$ cat config.mk
export PLATFORM = sky130hd
export DESIGN_NAME = itmd_unit
export DESIGN_NICKNAME = d
export VERILOG_FILES = /design/src/rtl/itmd_pkg.sv /design/src/rtl/itmd_ctrl.sv /design/src/rtl/itmd_datapath.sv /design/src/rtl/itmd_result.sv /design/src/rtl/itmd_unit.sv
export SDC_FILE = /design/constraint.sdc
export NUM_CORES = 1
export LEC_CHECK = 0
export BUFFER_PORTS_ARGS = -buffer_cell sky130_fd_sc_hd__buf_2
export CORE_ASPECT_RATIO = 0.8
export CORE_MARGIN = 5
export CORE_UTILIZATION = 25
export DETAILED_ROUTE_END_ITERATION = 8
export GPL_TIMING_DRIVEN = 0
export SYNTH_ARGS = -nofsm -noshare
export SYNTH_HDL_FRONTEND = slang
export SYNTH_SLANG_ARGS = --single-unit
$ cat constraint.sdc
create_clock -name clk -period 8 [get_ports clk]
set_clock_uncertainty 0.05 [all_clocks]
set_input_delay 0.4 -clock clk [delete_from_list [all_inputs] [get_ports clk]]
set_output_delay 0.4 -clock clk [all_outputs]
set_load 0.02 [all_outputs]
$ cat src/rtl/itmd_pkg.sv
package itmd_pkg;
  typedef enum logic [1:0] {
    OP_NONE = 2'd0,
    OP_MUL  = 2'd1,
    OP_DIV  = 2'd2
  } itmd_op_e;
endpackage

$ cat src/rtl/itmd_ctrl.sv
module itmd_ctrl
  import itmd_pkg::*;
#(
  parameter int FW       = 6,
  parameter int MUL_CODE = 62,
  parameter int DIV_CODE = 63
) (
  input  logic          clk,
  input  logic          rst_n,
  input  logic          start_i,
  input  logic [FW-1:0] func_i,
  input  logic          fin_i,
  output logic          accept_o,
  output itmd_op_e      req_op_o,
  output itmd_op_e      op_o,
  output logic          busy_o,
  output logic          commit_o,
  output logic          stall_o,
  output logic          done_o
);
  localparam logic [FW-1:0] MulCode = FW'(MUL_CODE);
  localparam logic [FW-1:0] DivCode = FW'(DIV_CODE);

  itmd_op_e op_q, op_d;
  logic     busy_q, busy_d;
  logic     done_q, done_d;

  always_comb begin
    if (func_i == MulCode)      req_op_o = OP_MUL;
    else if (func_i == DivCode) req_op_o = OP_DIV;
    else                        req_op_o = OP_NONE;
  end

  assign accept_o = start_i && (req_op_o != OP_NONE) && !busy_q;
  assign commit_o = busy_q && fin_i;

  always_comb begin
    busy_d = busy_q;
    op_d   = op_q;
    if (accept_o) begin
      busy_d = 1'b1;
      op_d   = req_op_o;
    end else if (commit_o) begin
      busy_d = 1'b0;
    end
    done_d = commit_o;
  end

  always_ff @(posedge clk or negedge rst_n) begin
    if (!rst_n) begin
      busy_q <= 1'b0;
      op_q   <= OP_NONE;
      done_q <= 1'b0;
    end else begin
      busy_q <= busy_d;
      done_q <= done_d;
      if (accept_o) op_q <= op_d;
    end
  end

  assign op_o    = op_q;
  assign busy_o  = busy_q;
  assign stall_o = busy_q || accept_o;
  assign done_o  = done_q;

  a_r6_stall_covers_busy: assert property (@(posedge clk) disable iff (!rst_n)
    busy_q |-> stall_o);
  a_r7_done_single_pulse: assert property (@(posedge clk) disable iff (!rst_n)
    done_q |=> !done_q);
  a_r7_done_after_stall: assert property (@(posedge clk) disable iff (!rst_n)
    done_q |-> !busy_q);
  a_r8_op_locked: assert property (@(posedge clk) disable iff (!rst_n)
    (busy_q && !commit_o) |=> ($stable(op_q) && busy_q));
endmodule

$ cat src/rtl/itmd_datapath.sv
module itmd_datapath
  import itmd_pkg::*;
#(
  parameter int DW = 32
) (
  input  logic          clk,
  input  logic          rst_n,
  input  logic          accept_i,
  input  itmd_op_e      req_op_i,
  input  itmd_op_e      op_i,
  input  logic          busy_i,
  input  logic [DW-1:0] opa_i,
  input  logic [DW-1:0] opb_i,
  output logic          fin_o,
  output logic [DW-1:0] lo_res_o,
  output logic [DW-1:0] hi_res_o
);
  localparam logic [DW-1:0] AllOnes = {DW{1'b1}};

  logic [DW-1:0] a_q, b_q, work_q, cnt_q;
  logic [DW-1:0] a_d, b_d, work_d, cnt_d;
  logic          step_en, ld_en;
  logic          b_zero;

  assign b_zero = (b_q == '0);

  always_comb begin
    if (op_i == OP_MUL) fin_o = (cnt_q == '0);
    else                fin_o = b_zero || (work_q < b_q);
  end

  assign step_en = busy_i && !fin_o;
  assign ld_en   = accept_i || step_en;

  always_comb begin
    a_d    = a_q;
    b_d    = b_q;
    work_d = work_q;
    cnt_d  = cnt_q;
    if (accept_i) begin
      a_d    = opa_i;
      b_d    = opb_i;
      work_d = (req_op_i == OP_DIV) ? opa_i : '0;
      cnt_d  = (req_op_i == OP_MUL) ? opb_i : '0;
    end else if (step_en) begin
      if (op_i == OP_MUL) begin
        work_d = work_q + a_q;
        cnt_d  = cnt_q - 1'b1;
      end else begin
        work_d = work_q - b_q;
        cnt_d  = cnt_q + 1'b1;
      end
    end
  end

  always_ff @(posedge clk or negedge rst_n) begin
    if (!rst_n) begin
      a_q    <= '0;
      b_q    <= '0;
      work_q <= '0;
      cnt_q  <= '0;
    end else if (ld_en) begin
      a_q    <= a_d;
      b_q    <= b_d;
      work_q <= work_d;
      cnt_q  <= cnt_d;
    end
  end

  always_comb begin
    hi_res_o = work_q;
    if (op_i == OP_MUL)  lo_res_o = work_q;
    else if (b_zero)     lo_res_o = AllOnes;
    else                 lo_res_o = cnt_q;
  end

  a_r2_operands_held: assert property (@(posedge clk) disable iff (!rst_n)
    (busy_i && !accept_i) |=> ($stable(a_q) && $stable(b_q)));
  a_r4_rem_shrinks: assert property (@(posedge clk) disable iff (!rst_n)
    (step_en && op_i == OP_DIV) |=> (work_q < $past(work_q)));
endmodule

$ cat src/rtl/itmd_result.sv
module itmd_result
  import itmd_pkg::*;
#(
  parameter int DW = 32
) (
  input  logic          clk,
  input  logic          rst_n,
  input  logic          commit_i,
  input  itmd_op_e      op_i,
  input  logic [DW-1:0] lo_res_i,
  input  logic [DW-1:0] hi_res_i,
  output logic [DW-1:0] lo_o,
  output logic [DW-1:0] hi_o
);
  logic [DW-1:0] lo_q, hi_q;
  logic          lo_en, hi_en;

  assign lo_en = commit_i;
  assign hi_en = commit_i && (op_i == OP_DIV);

  always_ff @(posedge clk or negedge rst_n) begin
    if (!rst_n) begin
      lo_q <= '0;
      hi_q <= '0;
    end else begin
      if (lo_en) lo_q <= lo_res_i;
      if (hi_en) hi_q <= hi_res_i;
    end
  end

  assign lo_o = lo_q;
  assign hi_o = hi_q;

  a_r3_mul_keeps_hi: assert property (@(posedge clk) disable iff (!rst_n)
    (commit_i && op_i == OP_MUL) |=> $stable(hi_q));
  a_r9_quiet_between_ops: assert property (@(posedge clk) disable iff (!rst_n)
    !commit_i |=> ($stable(lo_q) && $stable(hi_q)));
endmodule

$ cat src/rtl/itmd_unit.sv
module itmd_unit
  import itmd_pkg::*;
#(
  parameter int DW       = 32,
  parameter int FW       = 6,
  parameter int MUL_CODE = 62,
  parameter int DIV_CODE = 63
) (
  input  logic          clk,
  input  logic          rst_n,
  input  logic          start_i,
  input  logic [FW-1:0] func_i,
  input  logic [DW-1:0] opa_i,
  input  logic [DW-1:0] opb_i,
  output logic          stall_o,
  output logic          done_o,
  output logic [DW-1:0] lo_o,
  output logic [DW-1:0] hi_o
);
  logic          accept, busy, commit, fin;
  itmd_op_e      req_op, op;
  logic [DW-1:0] lo_res, hi_res;

  itmd_ctrl #(.FW(FW), .MUL_CODE(MUL_CODE), .DIV_CODE(DIV_CODE)) ctrl_i (
    .clk(clk), .rst_n(rst_n), .start_i(start_i), .func_i(func_i),
    .fin_i(fin), .accept_o(accept), .req_op_o(req_op), .op_o(op),
    .busy_o(busy), .commit_o(commit), .stall_o(stall_o), .done_o(done_o)
  );

  itmd_datapath #(.DW(DW)) dp_i (
    .clk(clk), .rst_n(rst_n), .accept_i(accept), .req_op_i(req_op),
    .op_i(op), .busy_i(busy), .opa_i(opa_i), .opb_i(opb_i),
    .fin_o(fin), .lo_res_o(lo_res), .hi_res_o(hi_res)
  );

  itmd_result #(.DW(DW)) res_i (
    .clk(clk), .rst_n(rst_n), .commit_i(commit), .op_i(op),
    .lo_res_i(lo_res), .hi_res_i(hi_res), .lo_o(lo_o), .hi_o(hi_o)
  );

  a_r1_idle_quiet: assert property (@(posedge clk) disable iff (!rst_n)
    (!busy && !accept) |-> !stall_o);
endmodule

# After elaboration in Yosys (flattened, before gate mapping)
# Cells that the tools add are included.
[op_classes] order_cmp=1 muxes=15 n_addsub=4 n_reduce_logical=17 n_eq_ne=6
[op_table] operator="$mux 32" count=10
[op_table] operator="$logic_not 32->1" count=2
[op_table] operator="$add 32x1->32 const B" count=1
[op_table] operator="$add 32x32->32" count=1
[op_table] operator="$lt 32x32->1" count=1
[op_table] operator="$sub 32x1->32 const B" count=1
[op_table] operator="$sub 32x32->32" count=1
[op_table] operator="$eq 6x6->1 const B" count=2
[op_table] operator="$reduce_bool 2->1" count=3
[op_table] operator="$logic_and 1x1->1" count=5
[op_table] operator="$eq 2x1->1 const B" count=2
[op_table] operator="$eq 2x2->1 const B" count=2
[op_table] operator="$mux 2" count=2
[op_table] operator="$reduce_and 2->1" count=2
[op_table] operator="$logic_or 1x1->1" count=3
[op_table] operator="$mux 1" count=3
[op_table] operator="$logic_not 1->1" count=2
[word_totals] in_bits=73 elab_cells=52 register_bits=196

# Depth between registers and ports, before layout
# Gate-level depths: netlist of run 1.
[depth] depth_word=8 mapped_depth=16 mapped_depth_nobuf=15

# By module
# Synthesis of run 1 repeated with hierarchy kept, for this count alone.
[unflattened] cells_unflattened=1509 area_unflattened_um2=13683.1
[modules_own_cells] module="itmd_datapath" area_per_inst_um2=10960.5 seq_area_each_um2=3203.1 n_inst=1 cells_per_inst=1355
[modules_own_cells] module="itmd_result" area_per_inst_um2=2511.2 seq_area_each_um2=1601.5 n_inst=1 cells_per_inst=136
[modules_own_cells] module="itmd_ctrl" area_per_inst_um2=211.5 seq_area_each_um2=100.1 n_inst=1 cells_per_inst=18

# Worst setup path before layout of run 1
# No wires, ideal clock.
[synth_path] kind="flip-flop to flip-flop" startpoint="reg ctrl_i.op_q[1], in the netlist ctrl_i.op_o[1]" endpoint="reg dp_i.cnt_q[29]" path_stages_with_launch=15 setup_slack_ps=3739 synth_period_minus_slack_ps=4261 path_buffers=2 arrival_ps=4081 required_time_ps=7820 cell_sequence="dfrtp_1 -> nand2b_1 -> inv_1 -> clkbuf_1 -> buf_1 -> ha_1 -> a211oi_1 -> o211ai_1 -> a311oi_2 -> a211oi_2 -> a31oi_4 -> a22oi_1 -> a221oi_1 -> xor2_1 -> o21ai_0"
[synth_between] elab_chain_len=6 word_cells_on_any_way=10
[synth_lines] item="from (decl)" line_no="itmd_ctrl.sv:24" rtl="itmd_op_e op_q, op_d;"
[synth_lines] item="from (signal assigned)" line_no="itmd_ctrl.sv:57" rtl="if (accept_o) op_q <= op_d;"
[synth_lines] item="$eq 2x1->1 (*)" line_no="itmd_datapath.sv:28, itmd_datapath.sv:46"
[synth_lines] item="$mux 1" line_no="itmd_datapath.sv:28" rtl="if (op_i == OP_MUL) fin_o = (cnt_q == '0);"
[synth_lines] item="$logic_not 1->1" line_no="itmd_datapath.sv:32" rtl="assign step_en = busy_i && !fin_o;"
[synth_lines] item="$logic_and 1x1->1" line_no="itmd_datapath.sv:32"
[synth_lines] item="$reduce_bool 2->1 (no source line) / $logic_or 1x1->1 (equally long branches)"
[synth_lines] item="$reduce_and 2->1 (no source line)"
[synth_lines] item="to (signal assigned)" line_no="itmd_datapath.sv:66" rtl="cnt_q <= cnt_d;"
[synth_lines] item="to (decl)" line_no="itmd_datapath.sv:20" rtl="logic [DW-1:0] a_q, b_q, work_q, cnt_q;"
# Mark *: on every way between the ends. The rest lies on a longest branch, timed or not. The select of a mux whose other input is x is not followed.
# A chain may end at the register's enable or synchronous reset.

# Worst setup path after layout of run 1
[layout_path] startpoint="reg ctrl_i.op_q[0], in the netlist ctrl_i.op_o[0]" endpoint="reg dp_i.cnt_q[30]"
# The elaborated chain is that of the path after synthesis.

==> reports/qor.yml, run 1 <==
critical_path:
  start_kind: "flop"
  cp_slowest_stage_delay_ps: 820
  crit_required_ps: 8290
  crit_type: "flop to flop"
  slowest_stage: "clkbuf_1"
  end_kind: "flop"
  arrival_ps: 5740
  r2r_start: "ctrl_i.op_o[0]"
  critPathMaxFanout: 10
  cp_common_cell: "clkbuf_1"
  startpoint: "ctrl_i.op_o[0]"
  worstPathCellList: "nand2b_1 > clkbuf_1 > clkbuf_1 > clkbuf_1 > fa_1 > nor2b_1 > o21ai_0 > a21oi_1 > o2111a_1 > nor3_1 > a211oi_1 > nor3_1 > mux2i_1 > o311a_1 > a21oi_1"
clocking:
  insertion_delay_ps: 470
  cts_tree: "built"
  clkSinkCount: 196
  cts_setup_buffers: 0
  h-tree-depth: 4
  cts_buffers: 17
  root_buffer: "clkbuf_16"
  cts.path.max_buffers: 2
  clkTransAtPathRegs_ps: 80
timing:
  finalSetupViolations: 0
  grt_setup_unrepaired: "no"
  worst_slew_pin_slew_ps: 1010
  tns_ps: 0
  report.final.slew_viol_count: 0
  finalHoldViolations: 0
  finalCriticalPeriod_ps: 5450
  post-route-period-util: 0.681
  setup_slack_ps: 2550
  maxSlewHeadroom: 0.327
  fmax_mhz: 183
job:
  max_cap_violations: 0
routing:
  wl_per_cell_um: 21.3
  drtIter0Drc: 1444
  vias: 13000
  drc: 0
  drtAntennaViolNets: 0
  drt-pass1-iter-count: 5
  drt_wl_total_um: 52000
  via_per_inst: 5.34
logic_synthesis:
  yosysTopAreaCell: "dfrtp_1"
  ys.flop_type: "dfrtp_1"
  synthCells: 1575
  ys_seq_area_frac: 0.367
  syn_area_um2: 13400
  avgSynthCellArea_um2: 8.49
  yosysWarningCount: 0
  synth_area_leaders: "dfrtp_1 (37%), ha_1 (8.7%), nand2_1 (6.6%), o21ai_0 (5.2%), a21oi_1 (3.9%)"
  syn_nets: 1744
  async_flop_share: 1.00
  synth-seq-cells: 196
  yosysMostFrequentCell: "nand2_1"
  synthTopCellsByCount: "nand2_1 (236), dfrtp_1 (196), o21ai_0 (140)"
  synth_top_area_frac: 0.367
  synth_edf_count: 0
  ys_types: 77
global_routing:
  grt_pass1_wl_um: 78400
  overflow: 0
  track_usage: 0.175
  antenna_found_initial: 1
  grt_pass1_vias: 12600
  grt_start_max_net_pins: 115
worst_hold_path:
  hold_class: "input port to flop"
  min_from: "opa_i[3]"
die:
  design.core.area_um2: 52700
  die_y_um: 217
  io_pins: 139
  rows: 75
  die_area_um2: 58300
  die_w_um: 269
  start_util: 0.254
power:
  power_density_nw_per_um2: 392
  leakagePower_uw: 0.00737
  ir_drop_mv: 0.182
placed_design:
  io_buffers: 138
  gp_congestion: 0.934
  pre_cts_ws_ps: 2860
  place_hpwl_um: 40800
cells_and_area:
  synthToLayoutAreaGrowth_pct: 16.7
  nets: 1903
  drive_above_1_share: 0.145
run_status:
  run_status: "completed"
[sequential cells by signal (all words and copies together) (netlist names)]
signal and flops:
ctrl_i.busy_o 1, dp_i.cnt_q 32, res_i.lo_o 32, dp_i.b_q 32
dp_i.a_q 32, res_i.hi_o 32, dp_i.hi_res_o 32, ctrl_i.done_o 1
ctrl_i.op_o 2
[final cells by class]
cell class | instances | area [µm²]
fillers | 5613 | 37100
plain buffers | 77 | 332
multi-input cells | 1203 | 7770
inverters | 99 | 374
diodes | 1 | 2.50
clock inverters | 14 | 183
clock buffers | 18 | 439
well taps | 693 | 867
flip-flops and latches | 196 | 4900
repair buffers | 140 | 738
[metal layers]
layer  wire length (µm)  vias to the layer above  global-route usage
met2              22600                      588               0.263
met3               4430                       77              0.0358
met5                  0                        -                   0
met4               1250                        0              0.0489
met1              23800                     6343               0.254
li1                   -                     6018                   -
[critical path: cells and delay by family, from the launching register on]
family | cells | cell delay (ps)
AO/OA/AOI/OAI | 6 | 1160
adder cells (fa/ha/maj) | 1 | 280
buffers and inverters | 3 | 2070
flip-flops | 1 | 420
multiplexers | 1 | 260
AND/OR/NAND/NOR | 4 | 1080
[through the flow]
step | instances | hold WS, ps | instance area [µm²] | utilization | total power, µW
global placement | 2406 | 423 | 14900 | 0.283 | 5050
floorplan | 1575 | 54.4 | 13400 | - | 4050
global route | 2441 | 93.1 | 15600 | 0.296 | 6560
detailed placement | 2407 | 391 | 15000 | 0.284 | 5110
finish | 2441 | 90.7 | 15600 | 0.296 | 6120
CTS | 2440 | 78.1 | 15600 | 0.296 | 6060
[kinds of logic (layout without fill, tap and decap cells)]
logic type | Yosys count | in the layout | synth area share
compound gates | 499 | 499 | 0.246
xor+xnor | 72 | 72 | 0.0471
fa+ha+maj | 96 | 96 | 0.0915
buf+inv | 176 | 348 | 0.0527
flops | 196 | 196 | 0.367
mux | 35 | 35 | 0.0293
other cells | 0 | 1 | 0
simple gates | 501 | 501 | 0.167
[path summary, 6_finish.rpt]
kind,to,cells after the start,slack (ps)
max,dp_i.cnt_q[30],15,2550
min,dp_i.a_q[3],3,90
max reg2reg,dp_i.cnt_q[30],15,2550
min reg2reg,dp_i.a_q[6],2,440
max in group asynchronous,dp_i.a_q[12],3,6430
min in group asynchronous,res_i.lo_o[13],2,450
[report_power, final]
| part | switching [µW] | leakage (µW) | internal (µW) | total [µW] |
|---|---|---|---|---|
| registers | 451 | 0.00241 | 1330 | 1780 |
| clock network | 471 | 0.000301 | 461 | 932 |
| logic | 2100 | 0.00466 | 1310 | 3420 |
[what timing repair did]
action / CTS / global route
hold buffers: 1 / 0
gates resized for setup: 0 / 0
hold endpoints to repair: 82 / 0
[cell usage in the layout (no fill, tap or decap), types with 27 or more instances in the layout]
cell        n
xnor2_1    45
a21oi_1   103
ha_1       93
o21ai_0   140
mux2_2     33
xor2_1     27
buf_2     153
dfrtp_1   196
o221ai_1   36
nand3_1    37
a31oi_1    49
a21o_1     49
nand2_1   236
inv_1      98
nor2_1    103
clkbuf_1   50
(Power assumes the default switching activity.)
==> inputs of run 2 (changes only) <==
==> constraint.sdc (replaced) <==
create_clock -name clk -period 5.6 [get_ports clk]
set_clock_uncertainty 0.05 [all_clocks]
set_input_delay 0.28 -clock clk [delete_from_list [all_inputs] [get_ports clk]]
set_output_delay 0.28 -clock clk [all_outputs]
set_load 0.02 [all_outputs]
==> run 2 against run 1 <==
  * Clock-buffer cell count unchanged
  * Critical path depth unchanged
  * Sequential share of layout area down 0.41 points
  * Fmax up 1.0%
  * Clock power up 44%
  * Core utilization up 0.39 points
  * Wire length up 0.12%
  * Register-to-register slack worse by 2300 ps
==> reports/qor.yml, run 2 (same netlist as run 1, synthesis figures left out) <==
clocking:
  cts_setup_buffers: 0
  cts_tree: "built"
  cts_hold_buf: 22
  postCtsResizedCells: 0
  cts.path.max_buffers: 2
  clkTransAtPathRegs_ps: 80
  h-tree-depth: 4
  insertion_delay_ps: 470
  cts_buffers: 17
  root_buffer: "clkbuf_16"
  clkSinkCount: 196
job:
  max_cap_violations: 0
global_routing:
  grt_pass1_vias: 12700
  grt_pass1_wl_um: 78700
  use_met3: 0.0344
  antenna_found_initial: 0
  use_met1: 0.256
  track_usage: 0.175
  groute.layer.met2.usage: 0.265
  grt_start_max_net_pins: 115
  overflow: 0
  busiest_layer: "met2"
power:
  leakagePower_uw: 0.00746
  clock_power_share: 0.153
  power_density_nw_per_um2: 554
  p_sw_frac: 0.494
  ir_drop_mv: 0.259
  p_sw_uw: 4330
  seq_power_share: 0.289
  internal_power_uw: 4440
  total_power_uw: 8770
  pwr-share-comb: 0.558
cells_and_area:
  layout_common_cells: "nand2_1 (236), dfrtp_1 (196), buf_2 (153)"
  final_common_cell: "nand2_1"
  fill_cells: 5600
  nets: 1924
  synthToLayoutAreaGrowth_pct: 18.2
  diodes: 0
  drive_above_1_share: 0.143
  fin_area_um2: 15800
critical_path:
  end_kind: "flop"
  crit_type: "flop to flop"
  crit_required_ps: 5900
  arrival_ps: 5690
  start_kind: "flop"
  critPathMaxFanout: 10
routing:
  via_per_inst: 5.33
  drtIter0Drc: 1468
  drt_wl_total_um: 52100
  wl_per_cell_um: 21.2
  vias: 13100
  drtAntennaViolNets: 0
  drc: 0
  drt-pass1-iter-count: 6
run_status:
  run_status: "completed"
die:
  io_pins: 139
  rows: 75
  die_area_um2: 58300
  start_util: 0.254
  die_w_um: 269
  die_y_um: 217
  design.core.area_um2: 52700
timing:
  report.final.slew_viol_count: 0
  post-route-period-util: 0.963
  worst_slew_pin_slew_ps: 1030
  fmax_mhz: 185
  finalHoldViolations: 0
  maxSlewHeadroom: 0.313
  finalSetupViolations: 0
  finalCriticalPeriod_ps: 5400
  grt_setup_unrepaired: "no"
placed_design:
  place_hpwl_um: 40800
  placed_cell_area_um2: 15000
  io_buffers: 138
  gp_congestion: 0.934
worst_hold_path:
  hold_class: "input port to flop"
run 2: cell types whose count changed in the layout (fill, tap and decap cells not counted), sizes merged:
cell / delta
dlygate4sd3: +21
diode: -1
run 2: layer usage:
| metal | vias up | part of all wire |
|---|---|---|
| met3 | 72 | 0.082 |
| met5 | - | 0 |
| li1 | 6061 | - |
| met4 | 0 | 0.023 |
| met2 | 579 | 0.43 |
| met1 | 6412 | 0.46 |
run 2: final cells by class:
| cell class | instances | area [µm²] | area share |
|---|---|---|---|
| well taps | 693 | 867 | 0.0548 |
| clock inverters | 14 | 183 | 0.0115 |
| flip-flops and latches | 196 | 4900 | 0.310 |
| plain buffers | 77 | 332 | 0.0210 |
| inverters | 99 | 374 | 0.0237 |
| multi-input cells | 1203 | 7770 | 0.491 |
| clock buffers | 18 | 439 | 0.0278 |
| repair buffers | 161 | 948 | 0.0600 |
run 2: power by group through the flow:
stage	clock network, µW	logic (µW)	registers [µW]
2_1_floorplan	0	3390	2390
3_3_place_gp	0	4690	2520
3_5_place_dp	0	4770	2530
4_1_cts	1350	4810	2510
5_1_grt	1400	5410	2580
6_report	1340	4890	2540
run 2: final timing paths:
path	endpoint	slack, ps	startpoint	depth (start not counted)
max in group asynchronous	dp_i.a_q[12]	4160	rst_n	3
min in group asynchronous	res_i.lo_o[13]	330	rst_n	2
worst min register to register	dp_i.a_q[6]	440	dp_i.a_q[6]	2
worst max-delay path	dp_i.cnt_q[30]	200	ctrl_i.op_o[0]	15
worst min-delay path	dp_i.b_q[29]	10	opb_i[29]	3
worst max register to register	dp_i.cnt_q[30]	200	ctrl_i.op_o[0]	15
run 2: per-stage QoR:
| step | util | hold slack, ps | TNS [ps] | std cells | worst slack (ps) |
|---|---|---|---|---|---|
| global placement | 0.283 | 423 | -1150 | 2406 | -233 |
| detailed placement | 0.284 | 271 | 0 | 2407 | 462 |
| global route | 0.300 | 18.9 | 0 | 2461 | 70.5 |
| CTS | 0.300 | 0.849 | 0 | 2461 | 322 |
| finish | 0.300 | 14.3 | 0 | 2461 | 205 |
| floorplan | - | -65.6 | 0 | 1575 | 1340 |
run 2: worst max-delay path, cell delays in order (launching register included):
cell and delay, ps:
dfrtp_1 420, nand2b_1 240, clkbuf_1 750, clkbuf_1 810, clkbuf_1 450, fa_1 270
nor2b_1 60, o21ai_0 300, a21oi_1 170, o2111a_1 270, nor3_1 370, a211oi_1 180
nor3_1 390, mux2i_1 270, o311a_1 190, a21oi_1 60
==> inputs of run 3 (changes only) <==
==> constraint.sdc (replaced) <==
create_clock -name clk -period 5.6 [get_ports clk]
set_clock_uncertainty 0.05 [all_clocks]
set_input_delay 0.56 -clock clk [delete_from_list [all_inputs] [get_ports clk]]
set_output_delay 0.56 -clock clk [all_outputs]
set_load 0.02 [all_outputs]
==> run 3 against run 2 <==
  * Via count down 0.60%
  * Non-clock buffer count down 22
  * Core utilization down 0.41 points
  * Largest cell class unchanged
==> reports/qor.yml, run 3 (same netlist as run 1, synthesis figures left out) <==
run_status:
  run_status: "completed"
critical_path:
  cp_slowest_stage_delay_ps: 830
  r2r_start: "ctrl_i.op_o[0]"
  rrSetupSlack_ps: 130
  regToRegEndpoint: "dp_i.cnt_q[30]"
  slowest_stage: "clkbuf_1"
  end_kind: "flop"
  cp_common_cell: "clkbuf_1"
  worstPathCellList: "nand2b_1 > clkbuf_1 > clkbuf_1 > clkbuf_1 > fa_1 > nor2b_1 > o21ai_0 > a21oi_1 > o2111a_1 > nor3_1 > a211oi_1 > nor3_1 > mux2i_1 > o311a_1 > a21oi_1"
  rr_worst_depth: 15
  crit_type: "flop to flop"
  critPathMaxFanout: 10
  arrival_ps: 5760
  start_kind: "flop"
  crit_required_ps: 5890
power:
  total_power_uw: 8750
  internal_power_uw: 4430
  clock_power_share: 0.152
  seq_power_share: 0.290
  leakagePower_uw: 0.00736
  p_sw_uw: 4320
  pwr-share-comb: 0.557
  power_density_nw_per_um2: 561
  p_sw_frac: 0.494
  ir_drop_mv: 0.259
timing:
  maxSlewHeadroom: 0.319
  report.final.slew_viol_count: 0
  worst_slew_pin_slew_ps: 1020
  tns_ps: 0
  finalCriticalPeriod_ps: 5470
  grt_setup_unrepaired: "no"
  finalSetupViolations: 0
  finalHoldViolations: 0
  post-route-period-util: 0.976
  fmax_mhz: 183
clocking:
  cts_tree: "built"
  root_buffer: "clkbuf_16"
  clkSinkCount: 196
  insertion_delay_ps: 470
  postCtsResizedCells: 0
  cts_buffers: 17
  cts_hold_buf: 0
  clkTransAtPathRegs_ps: 80
  cts_setup_buffers: 0
  h-tree-depth: 4
  cts.path.max_buffers: 2
cells_and_area:
  final_common_cell: "nand2_1"
  multi_input_area_um2: 7770
  nets: 1902
  layout_common_cells: "nand2_1 (236), dfrtp_1 (196), buf_2 (153)"
  final_cells: 2440
  fill_cells: 5614
  drive_above_1_share: 0.145
  synthToLayoutAreaGrowth_pct: 16.6
  seqCellArea_um2: 4900
global_routing:
  use_met1: 0.254
  grt_pass1_vias: 12600
  grt_start_max_net_pins: 115
  overflow: 0
  busiest_layer: "met2"
  antenna_found_initial: 1
  groute.layer.met2.usage: 0.263
  grt_pass1_wl_um: 78400
  track_usage: 0.175
  use_met3: 0.0358
routing:
  drtAntennaViolNets: 0
  drt-pass1-iter-count: 6
  vias: 13000
  wl_per_cell_um: 21.3
  via_per_inst: 5.35
  drt_wl_total_um: 52000
  drtIter0Drc: 1457
  drc: 0
die:
  io_pins: 139
  die_area_um2: 58300
  rows: 75
  start_util: 0.254
  die_w_um: 269
  die_y_um: 217
  design.core.area_um2: 52700
placed_design:
  dp.cells: 2407
  place_hpwl_um: 40800
  io_buffers: 138
  gp_congestion: 0.934
job:
  max_cap_violations: 0
worst_hold_path:
  hold_class: "input port to async pin"
[run 3: cell count changes in the layout (fill, tap and decap cells not counted), sizes merged]
cell,delta
diode,+1
dlygate4sd3,-22
[run 3: worst max-delay path by stage]
stage              startpoint        endpoint  slack [ps]  cells after the start
6_report       ctrl_i.op_o[0]  dp_i.cnt_q[30]         130                     15
2_1_floorplan  ctrl_i.op_o[1]  dp_i.cnt_q[29]        1340                     14
4_1_cts        ctrl_i.op_o[0]  dp_i.cnt_q[30]         320                     15
3_5_place_dp   ctrl_i.op_o[0]  dp_i.cnt_q[30]         460                     15
3_3_place_gp   ctrl_i.op_o[1]  dp_i.cnt_q[30]        -230                     15
5_1_grt        ctrl_i.op_o[0]  dp_i.cnt_q[30]          70                     15
[run 3: cell type report]
class                      count  area share
buffer                        77      0.0213
tap                          693      0.0556
multi-input combinational   1203       0.498
antenna                        1    0.000160
sequential                   196       0.314
clock inverter                14      0.0117
inverter                      99      0.0240
timing repair buffer         139      0.0467
clock buffer                  18      0.0282
[run 3: power by group through the flow]
stage / Sequential [µW] / Clock [µW] / Combinational, µW
after global placement: 2520 / 0 / 4690
after floorplan: 2390 / 0 / 3390
after detailed placement: 2530 / 0 / 4770
final: 2540 / 1330 / 4880
after CTS: 2510 / 1350 / 4800
after global routing: 2580 / 1400 / 5400
[run 3: stage by stage]
| step | setup WS, ps | util | hold slack, ps | area, µm² |
|---|---|---|---|---|
| 2_1_floorplan | 1340 | - | 214 | 13400 |
| 3_3_place_gp | -233 | 0.283 | 423 | 14900 |
| 3_5_place_dp | 462 | 0.284 | 424 | 15000 |
| 4_1_cts | 322 | 0.296 | 47.7 | 15600 |
| 5_1_grt | 70.5 | 0.296 | 69.5 | 15600 |
| 6_report | 134 | 0.296 | 16.8 | 15600 |
[run 3: critical path: cells and delay by family, from the launching register on]
| kind | cells | cell delay, ps |
|---|---|---|
| buffers and inverters | 3 | 2040 |
| multiplexers | 1 | 260 |
| adder cells (fa/ha/maj) | 1 | 270 |
| AO/OA/AOI/OAI | 6 | 1190 |
| AND/OR/NAND/NOR | 4 | 1100 |
| flip-flops | 1 | 420 |
[run 3: layer usage]
| metal | vias up | wire (µm) | share of wire |
|---|---|---|---|
| li1 | 6012 | - | - |
| met5 | - | 0 | 0 |
| met4 | 0 | 1300 | 0.025 |
| met3 | 69 | 4440 | 0.085 |
| met2 | 596 | 22500 | 0.43 |
| met1 | 6368 | 23800 | 0.46 |
